### src/rtl/ras_pkg.sv
package ras_pkg;
  localparam int unsigned RAS_DEPTH = 8;
  localparam int unsigned RAS_WIDTH = 13;

  typedef enum logic [1:0] {
    OP_IDLE = 2'd0,
    OP_PUSH = 2'd1,
    OP_POP  = 2'd2
  } ras_op_e;
endpackage

### src/rtl/ras_ptr.sv
module ras_ptr
  import ras_pkg::*;
#(
  parameter int unsigned DEPTH = RAS_DEPTH,
  localparam int unsigned AW = $clog2(DEPTH)
) (
  input  logic          clk_i,
  input  logic          rst_ni,
  input  logic          push_i,
  input  logic          pop_i,
  output ras_op_e       op_o,
  output logic [AW-1:0] wr_idx_o,
  output logic [AW-1:0] top_idx_o
);
  logic [AW-1:0] ptr_q, ptr_d;

  // push wins over pop
  always_comb begin
    if (push_i)     op_o = OP_PUSH;
    else if (pop_i) op_o = OP_POP;
    else            op_o = OP_IDLE;
  end

  always_comb begin
    unique case (op_o)
      OP_PUSH: ptr_d = ptr_q + AW'(1);
      OP_POP:  ptr_d = ptr_q - AW'(1);
      default: ptr_d = ptr_q;
    endcase
  end

  always_ff @(posedge clk_i or negedge rst_ni) begin
    if (!rst_ni) ptr_q <= '0;
    else         ptr_q <= ptr_d;
  end

  assign wr_idx_o  = ptr_q;
  assign top_idx_o = ptr_q - AW'(1);
endmodule

### src/rtl/ras_store.sv
module ras_store
  import ras_pkg::*;
#(
  parameter int unsigned DEPTH = RAS_DEPTH,
  parameter int unsigned WIDTH = RAS_WIDTH,
  localparam int unsigned AW = $clog2(DEPTH)
) (
  input  logic             clk_i,
  input  logic             we_i,
  input  logic [AW-1:0]    wr_idx_i,
  input  logic [WIDTH-1:0] wr_data_i,
  input  logic [AW-1:0]    rd_idx_i,
  output logic [WIDTH-1:0] rd_data_o
);
  logic [WIDTH-1:0] mem_q [DEPTH];

  // contents survive reset
  always_ff @(posedge clk_i) begin
    if (we_i) mem_q[wr_idx_i] <= wr_data_i;
  end

  assign rd_data_o = mem_q[rd_idx_i];
endmodule

### src/rtl/ret_addr_stack.sv
module ret_addr_stack
  import ras_pkg::*;
#(
  parameter int unsigned DEPTH = RAS_DEPTH,
  parameter int unsigned WIDTH = RAS_WIDTH
) (
  input  logic             clk_i,
  input  logic             rst_ni,
  input  logic             push_i,
  input  logic [WIDTH-1:0] push_addr_i,
  input  logic             pop_i,
  output logic [WIDTH-1:0] pop_addr_o
);
  localparam int unsigned AW = $clog2(DEPTH);

  ras_op_e       op;
  logic [AW-1:0] ptr_q;
  logic [AW-1:0] top_idx;

  ras_ptr #(.DEPTH(DEPTH)) u_ptr (
    .clk_i     (clk_i),
    .rst_ni    (rst_ni),
    .push_i    (push_i),
    .pop_i     (pop_i),
    .op_o      (op),
    .wr_idx_o  (ptr_q),
    .top_idx_o (top_idx)
  );

  ras_store #(.DEPTH(DEPTH), .WIDTH(WIDTH)) u_store (
    .clk_i     (clk_i),
    .we_i      (op == OP_PUSH),
    .wr_idx_i  (ptr_q),
    .wr_data_i (push_addr_i),
    .rd_idx_i  (top_idx),
    .rd_data_o (pop_addr_o)
  );
endmodule

### config.mk
export PLATFORM = sky130hd
export DESIGN_NAME = ret_addr_stack
export DESIGN_NICKNAME = d
export VERILOG_FILES = /design/src/rtl/ras_pkg.sv /design/src/rtl/ras_ptr.sv /design/src/rtl/ras_store.sv /design/src/rtl/ret_addr_stack.sv
export SDC_FILE = /design/constraint.sdc
export NUM_CORES = 1
export LEC_CHECK = 0
export BUFFER_PORTS_ARGS = -buffer_cell sky130_fd_sc_hd__buf_2
export CORE_ASPECT_RATIO = 0.6
export CORE_MARGIN = 2
export CORE_UTILIZATION = 35
export CTS_BUF_LIST = sky130_fd_sc_hd__clkbuf_2
export DETAILED_ROUTE_END_ITERATION = 7
export MAX_ROUTING_LAYER = met4
export PLACE_DENSITY = 0.65
export SLEW_MARGIN = 0
export SYNTH_ARGS = -nofsm -noshare
export SYNTH_HDL_FRONTEND = slang
export SYNTH_SLANG_ARGS = --single-unit
export TNS_END_PERCENT = 5
### constraint.sdc
create_clock -name clk_i -period 2.2 [get_ports clk_i]
set_clock_uncertainty 0.15 [all_clocks]
set_input_delay 0.11 -clock clk_i [delete_from_list [all_inputs] [get_ports clk_i]]
set_output_delay 0.11 -clock clk_i [all_outputs]
set_load 0.02 [all_outputs]
==> out/qor.yml <==
status: "finished, violations left"
violations: "negative setup slack"
grt_pass1_vias: 2505
grt-busiest-layer: "met2"
timing.fmax_ghz: 0.380
port-buffer-count: 29
antennaDiodeCount: 0
cp-start-kind: "register"
async_reset_ff_share_pct: 2.80
routed_wl_mm: 9.41
start_util_pct: 36.0
report.final.slew_viol_count: 0
avgSynthCellArea_sq_um: 16.3
irDropWorstVdd_mv: 0.651
htree_levels: 3
place_inst: 471
yosysWarnings: 0
clockBufferDepth: 2
synth.distinct_cells: 23
clock_latency_ns: 0.60
relSlewSlack_pct: 73.0
path_clk_slew_ns: 0.28
antenna_left: 0
final_layout_size_suffix_gt1_share_pct: 25.5
num_vias: 2473
setup.worst_path.class: "register to primary output"
fin_setup_tns_ns: -5.04
drc: 0
synth_edf_count: 104
routedWlPerCell_um: 18.5
hpwl_mm: 5.79
use_met1_pct: 21.3
critical-path-slowest-cell: "dfrtp_1"
stdcell_count: 510
period_share_pct: 120
powerDensity_mw_per_mm2: 1570
n_fill_cell: 1061
hold_violations: 0
worst_ep_required_time_ns: 1.94
clk_root_buffer_cell: "clkbuf_2"
crit_arrival_ns: 2.37
cts_tree: "done"
die-area_sq_mm: 0.0133
synth_ff_type: "edfxtp_1"
cpPeakStageDelay_ns: 0.44
post-route-min-period_ns: 2.63
overflow: 0
grtUsageMet2_pct: 22.1
clock-sinks: 107
dr.first_iter.drc_count: 229
grt_max_degree: 33
syn_nets: 286
final_common_cell: "edfxtp_1"
setup_viol: 13
fp.dieH_um: 90.2
most-common-layout-cells: "edfxtp_1 (104), nand3_1 (52), mux2i_1 (47)"
synth_area_sq_mm: 0.00434
maxCapViolCount: 0
worst_slew_pin_slew_ns: 0.405
routabilityCongestion: 0.742
hp-class: "input pin to register"
areaGrowthSynthToFinish_pct: 22.4
ios: 30
die_x_um: 148
fin_nets: 359
ys_seq_elements: 107
power_leakage_nw: 1.91
core_sq_mm: 0.0121
viasPerCell: 4.85
path_cells: "inv_2 > ha_4 > buf_6 > mux2i_1 > nand3_1 > and4_1 > buf_2"
cp_max_fo: 9
endpoint_kind: "primary output"
grtUsageTotal_pct: 15.3
yosysSeqAreaShare_pct: 73.7
setup_ws_ns: -0.430
syn_inst: 267
antenna_found_initial: 0
rsz0062_at_grt: "yes"
first_pass_iters: 4
cts_buffers: 9
grt_pass1_wl_mm: 14.6
use_met3_pct: 3.96
rows: 31
post-place-ws_ns: 0.114
-- cells in the mapped netlist, drive strengths merged (2+ instances only) --
cell      n  share of area [%]
dfrtp     3                1.7
edfxtp  104                 72
xor2      2               0.58
ha        2               0.58
nor2      7               0.61
and4     13                2.6
inv       2               0.17
nor3      2               0.23
nand2     6               0.52
clkbuf    4               0.35
nand3    52                6.0
xnor2     2               0.58
mux2i    52                 12
buf      12                1.4
-- layout make-up --
class | instances | area (sq um) | area share, %
clock buffers | 10 | 50.0 | 0.942
clock inverters | 6 | 87.6 | 1.65
flip-flops and latches | 107 | 3200 | 60.2
well taps | 165 | 206 | 3.89
inverters | 2 | 7.51 | 0.141
repair buffers | 78 | 652 | 12.3
multi-input cells | 142 | 1110 | 20.9
-- metrics by stage --
| step | total power, W | hold WS, ns | cell area (sq um) | util [%] |
|---|---|---|---|---|
| CTS | 0.00840 | 0.0943 | 5300 | 43.9 |
| detailed placement | 0.00681 | -0.234 | 4860 | 40.3 |
| floorplan | 0.00546 | -0.336 | 4350 | - |
| finish | 0.00833 | 0.139 | 5310 | 44.0 |
| global placement | 0.00677 | -0.235 | 4860 | 40.3 |
| global route | 0.00879 | 0.0868 | 5310 | 44.0 |
-- report_power, final --
part           internal [W]  switching [W]
registers           0.00255      0.0000857
logic               0.00206        0.00260
clock network      0.000386       0.000647
-- final timing paths --
kind	slack, ns	startpoint	cells past startpoint	endpoint
worst max-delay path	-0.43	u_ptr.wr_idx_o[1]	7	pop_addr_o[8]
worst max register to register	0.23	u_ptr.wr_idx_o[0]	4	u_store.mem_q[7][1]
min in group asynchronous	0.18	rst_ni	3	u_ptr.wr_idx_o[0]
worst min-delay path	0.14	push_addr_i[6]	2	u_store.mem_q[3][6]
max in group asynchronous	1.57	rst_ni	3	u_ptr.wr_idx_o[2]
worst min register to register	0.64	u_ptr.wr_idx_o[1]	3	u_ptr.wr_idx_o[1]
-- sequential cells by signal, summed over array words and instances (netlist names) --
signal          cells
u_ptr.wr_idx_o      3
u_store.mem_q     104
-- kinds of logic (layout without fill, tap and decap cells) --
kind of cell	Yosys count	in the layout	synth area share, %
buf+inv	18	96	1.93
fa+ha+maj	2	2	0.577
mux	52	52	12.0
flops	107	107	73.7
compound gates	2	2	0.346
simple gates	82	82	10.3
xor+xnor	4	4	1.15
-- repair_timing --
item	in CTS	in global routing
hold buffers	18	0
gates resized for setup	7	10
endpoints found under the setup margin	13	13
buffers inserted	3	1
gates cloned	2	1
endpoints found under the hold margin	126	0
pin swaps	1	8
-- critical path, delay by kind of cell, from the launching register on --
family                   cells  cell delay [ns]
multiplexers                 1             0.22
buffers and inverters        3             0.41
flip-flops                   1             0.44
adder cells (fa/ha/maj)      1             0.38
AND/OR/NAND/NOR              2             0.32
-- metal layers --
layer / wire (um) / vias to the layer above
met5: 0 / -
met4: 129 / 0
met3: 523 / 13
met2: 4210 / 57
met1: 4550 / 1220
li1: - / 1183
Note: power is estimated with default switching activity, not from simulation.
